`config.mk`:
```
export PLATFORM = sky130hd
export DESIGN_NAME = sct_regbank
export DESIGN_NICKNAME = d
export VERILOG_FILES = /design/src/rtl/sct_regbank_pkg.sv /design/src/rtl/sct_addr_dec.sv /design/src/rtl/sct_alias_reg.sv /design/src/rtl/sct_rd_mux.sv /design/src/rtl/sct_regbank.sv
export SDC_FILE = /design/constraint.sdc
export NUM_CORES = 1
export LEC_CHECK = 0
export BUFFER_PORTS_ARGS = -buffer_cell sky130_fd_sc_hd__buf_2
export CAP_MARGIN = 20
export CORE_AREA = 4 4 349 265
export CTS_CLUSTER_DIAMETER = 30
export DETAILED_ROUTE_END_ITERATION = 8
export DIE_AREA = 0 0 353 269
export PLACE_DENSITY_LB_ADDON = 0.15
export SETUP_SLACK_MARGIN = 0.5
export SLEW_MARGIN = 20
export SYNTH_ARGS = -nofsm -noshare
export SYNTH_HDL_FRONTEND = slang
export SYNTH_SLANG_ARGS = --single-unit
```
`constraint.sdc`:
```
create_clock -name clk -period 3.8 [get_ports clk]
set_clock_uncertainty 0.2 [all_clocks]
set_input_delay 0.95 -clock clk [delete_from_list [all_inputs] [get_ports clk]]
set_output_delay 0.95 -clock clk [all_outputs]
set_load 0.005 [all_outputs]
```
`src/rtl/sct_regbank_pkg.sv`:
```
package sct_regbank_pkg;

   // Register slots; the order also indexes the read word array.
   typedef enum logic [3:0] {
      IX_CTL0 = 4'd0,
      IX_STS0 = 4'd1,
      IX_DAT0 = 4'd2,
      IX_THR  = 4'd3,
      IX_CTL1 = 4'd4,
      IX_PER  = 4'd5,
      IX_RDIV = 4'd6,
      IX_PUD  = 4'd7,
      IX_TRMA = 4'd8,
      IX_TRMB = 4'd9,
      IX_NONE = 4'd15
   } reg_ix_e;

   // Encoding equals address bits [3:2] of the alias.
   typedef enum logic [1:0] {
      OP_PLAIN = 2'd0,
      OP_SET   = 2'd1,
      OP_CLR   = 2'd2,
      OP_TOG   = 2'd3
   } wr_op_e;

   localparam int NUM_REGS = 10;

   localparam int OFS_CTL0 = 'h000;
   localparam int OFS_STS0 = 'h010;
   localparam int OFS_DAT0 = 'h020;
   localparam int OFS_THR  = 'h030;
   localparam int OFS_CTL1 = 'h200;
   localparam int OFS_PER  = 'h270;
   localparam int OFS_RDIV = 'h280;
   localparam int OFS_PUD  = 'h2B0;
   localparam int OFS_TRMA = 'h2E0;
   localparam int OFS_TRMB = 'h2F0;

   localparam int OFS_MAX  = OFS_TRMB + 'hC;

   // Slots that decode the three write aliases.
   function automatic bit has_alias(int ix);
      return !(ix == int'(IX_TRMA) || ix == int'(IX_TRMB));
   endfunction

endpackage

```
`src/rtl/sct_addr_dec.sv`:
```
module sct_addr_dec
   import sct_regbank_pkg::*;
#(
   parameter int ADDR_W = 12
) (
   input  logic [ADDR_W-1:0] addr,
   output reg_ix_e           ix,
   output wr_op_e            op
);

   logic [ADDR_W-1:0] base;
   logic              aligned;
   logic              at_base;

   assign base    = {addr[ADDR_W-1:4], 4'h0};
   assign aligned = (addr[1:0] == 2'b00);
   assign at_base = (addr[3:2] == 2'b00);
   assign op      = wr_op_e'(addr[3:2]);

   always_comb begin
      ix = IX_NONE;
      if (aligned) begin
         if      (base == ADDR_W'(OFS_CTL0)) ix = IX_CTL0;
         else if (base == ADDR_W'(OFS_STS0)) ix = IX_STS0;
         else if (base == ADDR_W'(OFS_DAT0)) ix = IX_DAT0;
         else if (base == ADDR_W'(OFS_THR))  ix = IX_THR;
         else if (base == ADDR_W'(OFS_CTL1)) ix = IX_CTL1;
         else if (base == ADDR_W'(OFS_PER))  ix = IX_PER;
         else if (base == ADDR_W'(OFS_RDIV)) ix = IX_RDIV;
         else if (base == ADDR_W'(OFS_PUD))  ix = IX_PUD;
         else if (base == ADDR_W'(OFS_TRMA) && at_base) ix = IX_TRMA;
         else if (base == ADDR_W'(OFS_TRMB) && at_base) ix = IX_TRMB;
      end
   end

endmodule

```
`src/rtl/sct_alias_reg.sv`:
```
module sct_alias_reg
   import sct_regbank_pkg::*;
#(
   parameter int               DATA_W   = 32,
   parameter logic [DATA_W-1:0] RST_VAL  = '0,
   parameter logic [DATA_W-1:0] EVT_MASK = '0,
   parameter bit               ALIAS_EN = 1'b1
) (
   input  logic              clk,
   input  logic              rst_n,
   input  logic              wr_sel,
   input  wr_op_e            op,
   input  logic [DATA_W-1:0] wdata,
   input  logic [DATA_W-1:0] evt,
   output logic [DATA_W-1:0] q
);

   logic [DATA_W-1:0] sw_nxt;
   logic [DATA_W-1:0] nxt;

   generate
      if (ALIAS_EN) begin : g_alias
         always_comb begin
            sw_nxt = q;
            if (wr_sel) begin
               unique case (op)
                  OP_PLAIN: sw_nxt = wdata;
                  OP_SET:   sw_nxt = q | wdata;
                  OP_CLR:   sw_nxt = q & ~wdata;
                  OP_TOG:   sw_nxt = q ^ wdata;
                  default:  sw_nxt = q;
               endcase
            end
         end
      end else begin : g_plain
         always_comb begin
            sw_nxt = q;
            if (wr_sel && op == OP_PLAIN) sw_nxt = wdata;
         end
      end
   endgenerate

   // Hardware events are merged after the software update so they win.
   assign nxt = sw_nxt | (evt & EVT_MASK);

   always_ff @(posedge clk or negedge rst_n) begin
      if (!rst_n) q <= RST_VAL;
      else        q <= nxt;
   end

endmodule

```
`src/rtl/sct_rd_mux.sv`:
```
module sct_rd_mux
   import sct_regbank_pkg::*;
#(
   parameter int DATA_W        = 32,
   parameter int SAMPLE_W      = 16,
   parameter bit SAMPLE_SIGNED = 1'b1
) (
   input  reg_ix_e                          ix,
   input  logic [NUM_REGS-1:0][DATA_W-1:0]  regs,
   input  logic [SAMPLE_W-1:0]              sample,
   output logic [DATA_W-1:0]                word
);

   localparam int EXT_W = DATA_W - SAMPLE_W;

   logic [DATA_W-1:0] sample_ext;

   generate
      if (EXT_W == 0) begin : g_full
         assign sample_ext = sample;
      end else if (SAMPLE_SIGNED) begin : g_sext
         assign sample_ext = {{EXT_W{sample[SAMPLE_W-1]}}, sample};
      end else begin : g_zext
         assign sample_ext = {{EXT_W{1'b0}}, sample};
      end
   endgenerate

   always_comb begin
      word = '0;
      if (ix == IX_DAT0)                 word = sample_ext;
      else if (int'(ix) < NUM_REGS)      word = regs[ix];
   end

endmodule

```
`src/rtl/sct_regbank.sv`:
```
module sct_regbank
   import sct_regbank_pkg::*;
#(
   parameter int                ADDR_W        = 12,
   parameter int                DATA_W        = 32,
   parameter int                SAMPLE_W      = 16,
   parameter bit                SAMPLE_SIGNED = 1'b1,
   parameter logic [DATA_W-1:0] STS_EVT_MASK  = 32'h0001_0200,
   parameter logic [DATA_W-1:0] TRIM_A_RST    = 32'hA5C3_0F1E,
   parameter logic [DATA_W-1:0] TRIM_B_RST    = 32'h0000_4D2B
) (
   input  logic                clk,
   input  logic                rst_n,
   input  logic [ADDR_W-1:0]   addr,
   input  logic [DATA_W-1:0]   wdata,
   input  logic                wr_en,
   input  logic                rd_en,
   output logic [DATA_W-1:0]   rdata,
   input  logic [DATA_W-1:0]   sts_evt,
   input  logic [SAMPLE_W-1:0] sample,
   output logic [DATA_W-1:0]   ctl0,
   output logic [DATA_W-1:0]   sts0,
   output logic [DATA_W-1:0]   thr,
   output logic [DATA_W-1:0]   ctl1,
   output logic [DATA_W-1:0]   period,
   output logic [DATA_W-1:0]   refdiv,
   output logic [DATA_W-1:0]   pud,
   output logic [DATA_W-1:0]   trim_a,
   output logic [DATA_W-1:0]   trim_b
);

   localparam int ADDR_MIN = $clog2(OFS_MAX + 1);

   initial begin
      assert (ADDR_W >= ADDR_MIN)
         else $error("ADDR_W too narrow for the register map");
      assert (DATA_W == 32)
         else $error("register map assumes 32-bit words");
      assert (SAMPLE_W >= 2 && SAMPLE_W <= DATA_W)
         else $error("SAMPLE_W out of range");
   end

   reg_ix_e                         ix;
   wr_op_e                          op;
   logic [NUM_REGS-1:0][DATA_W-1:0] regs_q;
   logic [DATA_W-1:0]               rd_word;

   sct_addr_dec #(.ADDR_W(ADDR_W)) u_dec (
      .addr (addr),
      .ix   (ix),
      .op   (op)
   );

   generate
      for (genvar g = 0; g < NUM_REGS; g++) begin : g_reg
         if (g == int'(IX_DAT0)) begin : g_ro
            assign regs_q[g] = '0;
         end else begin : g_rw
            localparam logic [DATA_W-1:0] RV =
               (g == int'(IX_TRMA)) ? TRIM_A_RST :
               (g == int'(IX_TRMB)) ? TRIM_B_RST : {DATA_W{1'b0}};
            localparam logic [DATA_W-1:0] MSK =
               (g == int'(IX_STS0)) ? STS_EVT_MASK : {DATA_W{1'b0}};
            sct_alias_reg #(
               .DATA_W   (DATA_W),
               .RST_VAL  (RV),
               .EVT_MASK (MSK),
               .ALIAS_EN (has_alias(g))
            ) u_reg (
               .clk    (clk),
               .rst_n  (rst_n),
               .wr_sel (wr_en && (ix == reg_ix_e'(g))),
               .op     (op),
               .wdata  (wdata),
               .evt    (sts_evt),
               .q      (regs_q[g])
            );
         end
      end
   endgenerate

   sct_rd_mux #(
      .DATA_W        (DATA_W),
      .SAMPLE_W      (SAMPLE_W),
      .SAMPLE_SIGNED (SAMPLE_SIGNED)
   ) u_rd (
      .ix     (ix),
      .regs   (regs_q),
      .sample (sample),
      .word   (rd_word)
   );

   always_ff @(posedge clk or negedge rst_n) begin
      if (!rst_n)     rdata <= '0;
      else if (rd_en) rdata <= rd_word;
      else            rdata <= '0;
   end

   assign ctl0   = regs_q[IX_CTL0];
   assign sts0   = regs_q[IX_STS0];
   assign thr    = regs_q[IX_THR];
   assign ctl1   = regs_q[IX_CTL1];
   assign period = regs_q[IX_PER];
   assign refdiv = regs_q[IX_RDIV];
   assign pud    = regs_q[IX_PUD];
   assign trim_a = regs_q[IX_TRMA];
   assign trim_b = regs_q[IX_TRMB];

endmodule

```
* After elaboration in Yosys (flattened, before gate mapping)
Cells that the tools add are included.
Cells by class: $lt $le $gt $ge 2, equality and inequality tests 21, multiplexer cells 24, bitwise operators 23, reductions and logical operators 17
Operators with widths (number):
- $pmux 32 s4 | 7
- $and 32x32->32 | 7
- $or 32x32->32 | 7
- $xor 32x32->32 | 7
- $mux 32 | 5
- $bmux 32 s4 | 1
- $eq 8x6->1 const B | 6
- $mux 4 | 10
- $not 32->32 | 1
- $or 32x17->32 | 1
- $eq 4x3->1 const B | 4
- $eq 8x2->1 const B | 2
- $logic_and 1x1->1 | 13
- $logic_not 12->1 | 1
- $eq 4x2->1 const B | 2
- $eq 4x4->1 const B | 2
- $eq 8x1->1 const B | 1
- $lt 4x5->1 const B | 1
- $eq 2x2->1 const B | 2
- $eq 4x1->1 const B | 1
- $logic_not 2->1 | 2
- $logic_not 4->1 | 1
- $lt 4x4->1 const B | 1
- $mux 3 | 1
- $eq 2x1->1 const B | 1
Word-level totals: register bits after elaboration 320, input port bits 96

* Longest topological paths before layout
Gate-level depths: netlist of run 1.
word-level depth 18, gate-level depth with buffers 10, gate-level depth less buffers 7

* Modules after synthesis
Synthesis of run 1 repeated with hierarchy kept, for this count alone.
Unflattened totals: cells, all modules 2671, area total of the unflattened synthesis 29475.8 um^2
Modules (own cells, without submodules):
- sct_alias_reg at g_reg[3].g_rw.u_reg ... | instances 5, cells each 311, area each 3330.7 um^2, seq. area each 800.8 um^2
- sct_alias_reg at g_reg[0].g_rw.u_reg | instances 1, cells each 311, area each 3299.4 um^2, seq. area each 800.8 um^2
- sct_alias_reg at g_reg[1].g_rw.u_reg | instances 1, cells each 280, area each 3170.5 um^2, seq. area each 800.8 um^2
- sct_rd_mux | instances 1, cells each 286, area each 2647.5 um^2, seq. area each 0.0 um^2
- sct_alias_reg at g_reg[8].g_rw.u_reg | instances 1, cells each 68, area each 1233.7 um^2, seq. area each 820.8 um^2
- sct_alias_reg at g_reg[9].g_rw.u_reg | instances 1, cells each 68, area each 1223.7 um^2, seq. area each 810.8 um^2
- sct_regbank | instances 1, cells each 82, area each 1096.1 um^2, seq. area each 800.8 um^2
- sct_addr_dec | instances 1, cells each 21, area each 151.4 um^2, seq. area each 0.0 um^2

* Least setup slack after synthesis of run 1
Ideal clock, no wire load.
kind input -> register, from input addr[11], to register g_reg[8].g_rw.u_reg.q[7], arrival 2.576 ns, data required time 3.475 ns, slack 0.899 ns, stages 6, path buffers 1, path through or4b_1 -> nor4_2 -> nand3_1 -> nor2_2 -> buf_4 -> mux2_2
Between the ends: word-level cells in the longest chain between the ends 16, elaborated cells on any way between the ends 26, those cells by class eq/ne (10); mux (11); reduce/logical (5)
Ends and longest elaborated chain:
- from (decl) | RTL line sct_regbank.sv:14 | input logic [ADDR_W-1:0] addr,
- $eq 8x6->1 | RTL line sct_addr_dec.sv:32 | else if (base == ADDR_W'(OFS_TRMB) && at_base) ix = IX_TRMB;
- $logic_and 1x1->1 | RTL line sct_addr_dec.sv:32
- $mux 3 | RTL line sct_addr_dec.sv:32
- $mux 4 | RTL line sct_addr_dec.sv:31 | else if (base == ADDR_W'(OFS_TRMA) && at_base) ix = IX_TRMA;
- $mux 4 | RTL line sct_addr_dec.sv:30 | else if (base == ADDR_W'(OFS_PUD)) ix = IX_PUD;
- $mux 4 | RTL line sct_addr_dec.sv:29 | else if (base == ADDR_W'(OFS_RDIV)) ix = IX_RDIV;
- $mux 4 | RTL line sct_addr_dec.sv:28 | else if (base == ADDR_W'(OFS_PER)) ix = IX_PER;
- $mux 4 | RTL line sct_addr_dec.sv:27 | else if (base == ADDR_W'(OFS_CTL1)) ix = IX_CTL1;
- $mux 4 | RTL line sct_addr_dec.sv:26 | else if (base == ADDR_W'(OFS_THR)) ix = IX_THR;
- $mux 4 | RTL line sct_addr_dec.sv:25 | else if (base == ADDR_W'(OFS_DAT0)) ix = IX_DAT0;
- $mux 4 | RTL line sct_addr_dec.sv:24 | else if (base == ADDR_W'(OFS_STS0)) ix = IX_STS0;
- $mux 4 * | RTL line sct_addr_dec.sv:23 | if (base == ADDR_W'(OFS_CTL0)) ix = IX_CTL0;
- $mux 4 * | RTL line sct_addr_dec.sv:22 | if (aligned) begin
- $eq 4x4->1 * | RTL line sct_regbank.sv:72 | .wr_sel (wr_en && (ix == reg_ix_e'(g))),
- $logic_and 1x1->1 * | RTL line sct_regbank.sv:72
- $logic_and 1x1->1 * | RTL line sct_alias_reg.sv:38 | if (wr_sel && op == OP_PLAIN) sw_nxt = wdata;
- to (signal assigned) | RTL line sct_alias_reg.sv:48 | else q <= nxt;
- to (decl) | RTL line sct_alias_reg.sv:15 | output logic [DATA_W-1:0] q
Every way passes the cells marked *; elsewhere a longest branch is shown, timed or not. A chain may end at the register's enable or synchronous reset.

* Worst setup path in the final report of run 1
from input addr[6], to register rdata[16]
Between the ends: word-level cells in the longest chain between the ends 18, elaborated cells on any way between the ends 30, those cells by class order compare (1); eq/ne (10); mux (16); reduce/logical (3)
Ends and longest elaborated chain:
- $eq 8x6->1 | RTL line sct_addr_dec.sv:32
- $logic_and 1x1->1 | RTL line sct_addr_dec.sv:32
- $mux 3 | RTL line sct_addr_dec.sv:32
- $mux 4 | RTL line sct_addr_dec.sv:31
- $mux 4 | RTL line sct_addr_dec.sv:30
- $mux 4 | RTL line sct_addr_dec.sv:29
- $mux 4 | RTL line sct_addr_dec.sv:28
- $mux 4 | RTL line sct_addr_dec.sv:27
- [... 2 more ...]
- $mux 4 | RTL line sct_addr_dec.sv:24
- $mux 4 * | RTL line sct_addr_dec.sv:23
- $mux 4 * | RTL line sct_addr_dec.sv:22
- $bmux 32 s4 | RTL line sct_rd_mux.sv:31 | else if (int'(ix) < NUM_REGS) word = regs[ix];
- $mux 32 (implied by the code) | RTL line sct_rd_mux.sv:31
- $mux 32 | RTL line sct_rd_mux.sv:31
- $mux 32 * | RTL line sct_rd_mux.sv:30 | if (ix == IX_DAT0) word = sample_ext;
- $mux 32 * | RTL line sct_regbank.sv:95 | else if (rd_en) rdata <= rd_word;
- to (signal assigned) | RTL line sct_regbank.sv:95
- to (decl) | RTL line sct_regbank.sv:18 | output logic [DATA_W-1:0] rdata,
Every way passes the cells marked *; elsewhere a longest branch is shown, timed or not. The select of a mux whose other input is x is not followed.

==> summary.md, run 1 <==
| Metric | Value |
|---|---|
| Status | `finished clean` |
| Synth area leader | `dfrtp_1` |
| CP startpoint kind | `input port` |
| First-pass GRT wire length | `162.9 mm` |
| Reg-to-reg setup timing slack | `2030 ps` |
| Final Critical Period | `~3100 ps` |
| Die area | `94960 um2` |
| # rows | `95` |
| Initial antenna violation count | `15` |
| NetSw | `0.003761 W` |
| Synth Instances | `3328` |
| Post-Syn Area | `~27000 um2` |
| Setup TNS | `0 ps` |
| DR pass1 iterations | `5` |
| # resized after CTS | `0` |
| Later-pin clock latency in the skew report | `680 ps` |
| Initial core utilization | `29.89%` |
| Fin crit share | `between 80% and 90%` |
| Power Density | `410.7 nW/um2` |
| GPL Wtd Cong | `between 0.8 and 0.9` |
| Static Leak | `15.95 nW` |
| Syn Area/Cell | `about 8 um2` |
| CTS clk-pin slew, worst paths | `40 ps` |
| FF+latch count, synth | `320` |
| Count of buffers from port buffering | `~390` |
| Critical path required time | `4200 ps` |
| Rel. slew slack | `24.11%` |
| ANT nets after route | `0` |
| Core Footprint | `89030 um2` |
| Max Fanout on Critical Path | `22` |
| Clock power frac | `64.5%` |
| CP endpoint kind | `flip-flop` |
| Vias per cell | `5.100` |
| Async SR Flop Fraction | `100.0%` |
| Slew @ Worst Pin | `1138 ps` |
| Final WL | `112.8 mm` |
| WS Path Type | `input port to flip-flop` |
| Slew Viols, Final | `0` |
| WP data arrival | `3490 ps` |
| Slowest cell on crit path | `nor3_4` |
| Reg area | `roughly 8000 um2` |
| Post-Layout Cell Count | `between 4000 and 5000` |
| Sink Count | `320` |
| CP bufs+invs | `2` |
| Post-CTS setup buffers | `0` |
| Final setup viols | `0` |
| Hold WC Path Type | `input port to async pin` |
| DR iter-0 viols | `2423` |
| YS warnings | `0` |
| Max-cap violations | `0` |
| Vias in the first global route | `22580` |
| CP top delay family | `simple AND/OR/NAND/NOR gates` |
| Avg WL per Cell | `22.89 um` |
| Footprint of the multi-input gates | `16590 um2` |
| Max Freq | `324.3 MHz` |
| Internal Pwr Total | `0.01009 W` |
| CTS buffer count | `116` |
| Final hold violations | `0` |
| CTS root buffer | `clkbuf_16` |
| Final worst-path setup slack | `716.5 ps` |
| Placed Cells incl. Taps | `4704` |
| Die H | `269 um` |
| Place WS | `44.03 ps` |
| Fillers | `9125` |
| Cts hold-fix bufs | `0` |
| Layout cells sized above 1 | `19.56%` |
| Clock buffer depth | `3` |
| Top_reg_cell synth | `dfrtp_1` |
| Via count | `roughly 25000` |
| I/O pin count | `416` |
| CTS tree | `built` |
| Nets | `4202` |
| GRT Util Overall | `22.92%` |
| Largest net degree at the start of global routing | `249` |
| Net Count, Synth | `3872` |
| Final Util | `between 30 and 40%` |
| Seq/Total Area, Yosys | `30.20%` |
| Top post-synthesis cells by area | `dfrtp_1 (28%), ha_1 (21%), a21oi_1 (9.6%)` |
| Worst path max stage delay | `~800 ps` |
| Residual DRC count | `0` |
| Number of cells on the critical path | `8` |
| Critical-path cell list | `buf_2 -> nor2_1 -> o211ai_1 -> nor2_4 -> nor3_4 -> a221oi_1 -> nor4_1 -> buf_4` |
| Synth unique cells | `between 50 and 60` |
| RSZ-0062 raised after global routing | `no` |
| Net Sw Frac | `between 20 and 30%` |
| R2R depth | `6` |
| VDD IR max | `about 0.38 mV` |
| Reg power frac | `25.7%` |
| Die X | `353 um` |
| Area growth syn-to-layout | `26.72%` |
| GRT overflow | `0` |
| Top-area cell type share of the netlist area | `27.83%` |
| EDFF count, synth | `0` |
| Dpl hpwl | `81.69 mm` |
| Logic pwr share | `9.9%` |
| Max H-tree Level | `3` |
-- cells in the final DEF (no fill, tap or decap), types with 3 or more instances in the layout --
cell	netlist	final
a221oi_1	19	19
buf_4	11	51
nor3_1	119	119
clkinv_2	0	26
buf_2	57	382
mux2_2	41	41
o21ai_0	256	256
o211ai_1	16	16
nand2_1	272	272
inv_1	259	259
diode_2	0	4
a211oi_1	143	143
nor3_4	2	3
a32o_1	21	21
nand3_1	50	50
a21oi_1	510	510
buf_12	0	27
clkbuf_1	169	37
clkbuf_8	0	32
o21ai_1	69	68
nor2_1	314	314
o41ai_1	10	10
and3_2	0	3
dfstp_2	24	24
buf_8	0	3
clkinv_16	0	3
a22oi_1	13	13
ha_1	448	448
o31ai_1	9	9
nor2b_1	104	104
nor4_1	17	17
mux2_1	12	12
dfrtp_1	296	296
clkbuf_16	0	116
o221ai_1	11	11
-- cell type report --
| cell class | instances | share of cell area [%] |
|---|---|---|
| Tap cell | 1164 | 4.318 |
| Inverter | 259 | 2.883 |
| Sequential cell | 320 | 23.83 |
| Clock inverter | 33 | 0.8681 |
| Timing Repair Buffer | 463 | 8.540 |
| Multi-Input combinational cell | 2498 | 49.20 |
| Antenna cell | 4 | 0.02968 |
| Clock buffer | 185 | 10.33 |
-- cell usage after synthesis (12+ instances only) --
cell	count
mux2_1	12
ha_1	448
nor4_1	17
inv_1	259
o21ai_1	69
a221oi_1	19
a32o_1	21
a21oi_1	510
nor2b_1	104
nand2_1	272
mux2_2	41
dfrtp_1	296
clkbuf_1	169
buf_1	12
nor3_1	119
buf_2	57
o21ai_0	256
a211oi_1	143
a22oi_1	13
nand3_1	50
dfstp_2	24
o211ai_1	16
nor2_1	314
-- final timing paths --
check                                          startpoint                         to
worst max-delay path                              addr[6]                  rdata[16]
worst min-delay path                                rst_n  g_reg[6].g_rw.u_reg.q[26]
worst max register to register  g_reg[5].g_rw.u_reg.q[23]  g_reg[5].g_rw.u_reg.q[23]
worst min register to register   g_reg[9].g_rw.u_reg.q[1]   g_reg[9].g_rw.u_reg.q[1]
max in group asynchronous                           rst_n  g_reg[9].g_rw.u_reg.q[10]
min in group clk                              sts_evt[16]  g_reg[1].g_rw.u_reg.q[16]
-- state kept, by name, indices dropped and copies added (netlist names) --
register and count:
g.g_rw.u_reg.q 288, rdata 32
-- stage by stage --
stage	total power, W	cell area, um2	hold WS, ps
after detailed placement	0.004950	29940	262.6
final	0.01385	33720	43.76
after floorplan	0.004411	26610	259.7
after CTS	0.01396	33710	35.43
after global placement	0.004934	29940	262.1
after global routing	0.01440	33720	49.12
-- cell families after synthesis --
group           synth area share, %
xor+xnor                    0.03291
mux                           2.242
buf+inv                       7.672
flops                         30.20
compound gates                23.47
fa+ha+maj                     21.06
simple gates                  15.32
-- power by group through the flow --
| stage | registers, W | logic [W] | clock network, W |
|---|---|---|---|
| after global routing | 0.00356 | 0.00156 | 0.00929 |
| after detailed placement | 0.00359 | 0.00136 | 0 |
| after global placement | 0.00359 | 0.00134 | 0 |
| after floorplan | 0.00357 | 0.000846 | 0 |
| after CTS | 0.00355 | 0.00136 | 0.00904 |
| final | 0.00355 | 0.00137 | 0.00893 |
-- layer usage --
layer / routed length [um] / global-route usage (%) / vias to the layer above
li1: - / - / 12320
met5: 36 / 0 / -
met1: 59700 / 37.18 / 11830
met2: 40670 / 28.09 / 834
met3: 10120 / 7.277 / 138
met4: 2218 / 5.084 / 6
No activity file was read; power rests on OpenSTA's default activity.
==> run 2, diff against run 1 <==
--- a/config.mk
+++ b/config.mk
@@ -5,12 +5,13 @@
 export SDC_FILE = /design/constraint.sdc
 export NUM_CORES = 1
 export LEC_CHECK = 0
+export ABC_AREA = 1
 export BUFFER_PORTS_ARGS = -buffer_cell sky130_fd_sc_hd__buf_2
 export CAP_MARGIN = 20
-export CORE_AREA = 4 4 349 265
+export CORE_AREA = 4 4 340 259
 export CTS_CLUSTER_DIAMETER = 30
 export DETAILED_ROUTE_END_ITERATION = 8
-export DIE_AREA = 0 0 353 269
+export DIE_AREA = 0 0 344 263
 export PLACE_DENSITY_LB_ADDON = 0.15
 export SETUP_SLACK_MARGIN = 0.5
 export SLEW_MARGIN = 20
==> constraint.sdc (replaced) <==
create_clock -name clk -period 2.5 [get_ports clk]
set_clock_uncertainty 0.2 [all_clocks]
set_input_delay 0.625 -clock clk [delete_from_list [all_inputs] [get_ports clk]]
set_output_delay 0.625 -clock clk [all_outputs]
set_load 0.005 [all_outputs]
==> run 2 against run 1 <==
Combinational power rose by 59%. First-iteration DRC count shrank 7.6%. Wire length is 14% higher. Global-route usage rose by 3.2 points. Non-clock buffer count up 642. Critical endpoint is now g_reg[8].g_rw.u_reg.q[17]. Largest power group unchanged.
==> summary.md, run 2 <==
| Metric | Value |
|---|---|
| GRT overflow | `0 (unchanged)` |
| CP startpoint kind | `input port` |
| Nets | `4898 (+17%)` |
| Net Count, Synth | `3879 (+0.18%)` |
| ANT nets after route | `0 (unchanged)` |
| CTS buffer count | `103 (-11%)` |
| Slew Viols, Final | `0 (unchanged)` |
| GRT Util Overall | `26.10% (+3.2 points)` |
| Most flops, register | `g.g_rw.u_reg.q` |
| CTS root buffer | `clkbuf_16` |
| Worst path max stage delay | `210 ps (-590 ps)` |
| Final hold violations | `0 (unchanged)` |
| Synth Area in Simple Gates | `23.12% (+7.8 points)` |
| Fillers | `8119 (-11%)` |
| I/O pin count | `416 (unchanged)` |
| Hold Worst Slack | `57.73 ps (+13.97 ps)` |
| Number of flip-flops in the largest register | `288 (unchanged)` |
| Compound-Gate Fraction of Synth Area | `15.23% (-8.2 points)` |
| Cell with the most instances after synthesis | `nand2_1` |
| Vias in the first global route | `26050 (+15%)` |
| Initial antenna violation count | `6 (-9)` |
| Rel. slew slack | `52.64% (+29 points)` |
| Top-area cell type share of the netlist area | `29.37% (+1.5 points)` |
| Async SR Flop Fraction | `100.0% (unchanged)` |
| Top post-synthesis cells by area | `dfrtp_1 (29%), ha_1 (22%), nand2_1 (18%)` |
| DR iter-0 viols | `2238 (-7.6%)` |
| Place WS | `-553.3 ps (-597.3 ps)` |
| Later-pin clock latency in the skew report | `660 ps (-20 ps)` |
| DR pass1 iterations | `5 (unchanged)` |
| Clock buffer depth | `3 (unchanged)` |
| Largest net degree at the start of global routing | `71 (-71%)` |
| First-pass GRT wire length | `176.7 mm (+8.4%)` |
| CTS tree | `built` |
| # rows | `93 (-2.1%)` |
| GPL Wtd Cong | `0.8277 (-5.6%)` |
| Fin crit share | `92.04%` |
| Critical-path cell list | `buf_4 -> inv_4 -> nand2_8 -> nor2_4 -> nand2_4 -> buf_6 -> a21oi_4 -> buf_6 -> inv_6 -> nor4_4 -> buf_4 -> nand2_8 -> buf_12 -> buf_16 -> nand2_4 -> o21ai_4` |
| FF+latch count, synth | `320 (unchanged)` |
| Status | `finished clean` |
| Slew @ Worst Pin | `709.6 ps (-428.8 ps)` |
| Power Density | `501.3 nW/um2 (+22%)` |
| Die X | `344 um (-2.5%)` |
| CTS clk-pin slew, worst paths | `50 ps (about the same)` |
| WP data arrival | `2650 ps (-840 ps)` |
| Setup TNS | `0 ps (unchanged)` |
| Via count | `28030 (+12%)` |
| Core Footprint | `84940 um2 (-4.6%)` |
| YS warnings | `0 (unchanged)` |
| Count of buffers from port buffering | `385 (unchanged)` |
| CP bufs+invs | `8 (+6)` |
| RSZ-0062 raised after global routing | `yes` |
| Most frequent cells in the layout | `nand2_1 (1070), buf_4 (501), ha_1 (448), buf_2 (293), inv_1 (277)` |
| Dpl hpwl | `75.80 mm (-7.2%)` |
| Avg WL per Cell | `22.99 um (+0.44%)` |
| Sink Count | `320 (unchanged)` |
| Final setup viols | `0 (unchanged)` |
| Layout cells sized above 1 | `36.31% (+17 points)` |
| CP endpoint kind | `flip-flop` |
| Max-cap violations | `0 (unchanged)` |
| Max Fanout on Critical Path | `7 (-68%)` |
| EDFF count, synth | `0 (unchanged)` |
| Synth area leader | `dfrtp_1` |
| Critical path required time | `2850 ps (-1350 ps)` |
| Syn Area/Cell | `7.563 um2 (-5.4%)` |
| Static Leak | `20.61 nW (+29%)` |
| CP top delay family | `buffers and inverters` |
| Post-Syn Area | `25220 um2 (-5.2%)` |
| Largest family of logic cells by synthesized area | `simple AND/OR/NAND/NOR gates` |
| Synth unique cells | `31 (-47%)` |
| Max Freq | `434.6 MHz` |
| Die area | `90470 um2 (-4.7%)` |
| VDD IR max | `0.5007 mV (+32%)` |
| Largest regs | `g.g_rw.u_reg.q (288), rdata (32)` |
| Residual DRC count | `0 (unchanged)` |
| Vias per cell | `5.021 (-1.5%)` |
| Initial core utilization | `29.70% (-0.20 points)` |
| Final Util | `48.88% (+11 points)` |
| Most common cell after layout, fill and taps aside | `nand2_1` |
| Mux contribution to synthesized area | `0% (-2.2 points)` |
| Seq/Total Area, Yosys | `31.87% (+1.7 points)` |
| WS Path Type | `input port to flip-flop` |
| Die H | `263 um (-2.2%)` |
| Synth Instances | `3335 (+0.21%)` |
| Synth Area in Adders | `22.22% (+1.2 points)` |
| Hold WC Path Type | `input port to flip-flop` |
| Final WL | `128.4 mm (+14%)` |
| Commonest cells in the netlist | `nand2_1 (1179), ha_1 (448), dfrtp_1 (296)` |
| Final worst-path setup slack | `198.9 ps (-517.6 ps)` |
| Slowest cell on crit path | `a21oi_4` |
| Max H-tree Level | `3 (unchanged)` |
| Final Critical Period | `2301 ps` |
| XOR/XNOR Fraction of Synth Area | `0% (-0.033 points)` |
| Top_reg_cell synth | `dfrtp_1` |
| Area growth syn-to-layout | `64.60%` |
==> run 2: cell types whose count changed in the layout (fill, tap and decap cells not counted), sizes merged, moves of 19 or more <==
cell	delta
a221oi	-19
buf	+620
a32o	-21
a21oi	-407
nor3	-120
o2111ai	+204
nor2	-160
nand2	+915
o21ai	-51
mux2	-53
nand3	+72
inv	+34
a211oi	-143
nor2b	-104
==> run 2: final timing paths <==
check | startpoint | cells after the start | end | slack, ps
setup / recovery | addr[3] | 16 | g_reg[8].g_rw.u_reg.q[17] | 200
hold / removal | wdata[26] | 3 | g_reg[9].g_rw.u_reg.q[26] | 60
setup reg to reg | g_reg[5].g_rw.u_reg.q[2] | 13 | rdata[2] | 650
hold reg to reg | g_reg[8].g_rw.u_reg.q[30] | 2 | g_reg[8].g_rw.u_reg.q[30] | 360
max in group asynchronous | rst_n | 4 | g_reg[8].g_rw.u_reg.q[24] | 1100
min in group asynchronous | rst_n | 2 | g_reg[1].g_rw.u_reg.q[12] | 220
==> run 2: layout make-up <==
| cell class | count | area [um2] | area share, % |
|---|---|---|---|
| tap | 1140 | 1426 | 3.435 |
| clock inverter | 25 | 324.1 | 0.7805 |
| sequential | 320 | 8073 | 19.44 |
| antenna | 1 | 2.502 | 0.006027 |
| inverter | 296 | 1181 | 2.845 |
| clock buffer | 168 | 3266 | 7.865 |
| timing repair buffer | 1105 | 10690 | 25.74 |
| multi-input combinational | 2528 | 16560 | 39.88 |
==> run 2: through the flow <==
step	total power (W)	std cells	instance area, um2
global placement	0.007313	4924	30790
global route	0.02152	5582	41520
CTS	0.02085	5489	39290
detailed placement	0.007321	4924	30790
finish	0.02081	5583	41520
floorplan	0.006398	3335	25510
==> run 2: worst reg2reg max path: stages (launching register included) <==
cell and delay [ps]:
dfrtp_1 390, buf_4 140, buf_4 120, inv_1 110, nand2_1 70, nand2_1 50, nand2_1 60, nand2_2 130
nand2_1 80, nand2_1 70, nor2_2 40, buf_4 150, nor2_1 80, nor2_1 40
==> run 2: repair_timing <==
action / in CTS / in global routing
resized for setup: 385 / 335
setup buffers: 334 / 64
pin swaps: 26 / 18
hold buffers: 1 / 0
cloned: 37 / 29
endpoints found under the hold margin: 63 / 0
endpoints found under the setup margin: 622 / 631
==> run 2: per-layer routing <==
metal | GRT usage, % | wire length (um)
met1 | 38.07 | 59710
met2 | 37.23 | 53300
met3 | 7.266 | 11040
met4 | 7.672 | 4271
met5 | 0 | 31
==> run 2: logic make-up (layout without fill, tap and decap cells) <==
group,Yosys count,in the layout
buffers and inverters,488,1594
flip-flops,320,320
AO/OA/AOI/OAI,603,603
AND/OR/NAND/NOR,1476,1477
adder cells (fa/ha/maj),448,448
other,0,1
==> run 2: power breakdown <==
group / leakage (nW) / total, W / switching, W / internal [W]
clock network: 1.77 / 0.0133 / 0.00386 / 0.00946
registers: 3.31 / 0.00531 / 0.0000520 / 0.00526
logic: 15.5 / 0.00218 / 0.00135 / 0.000837
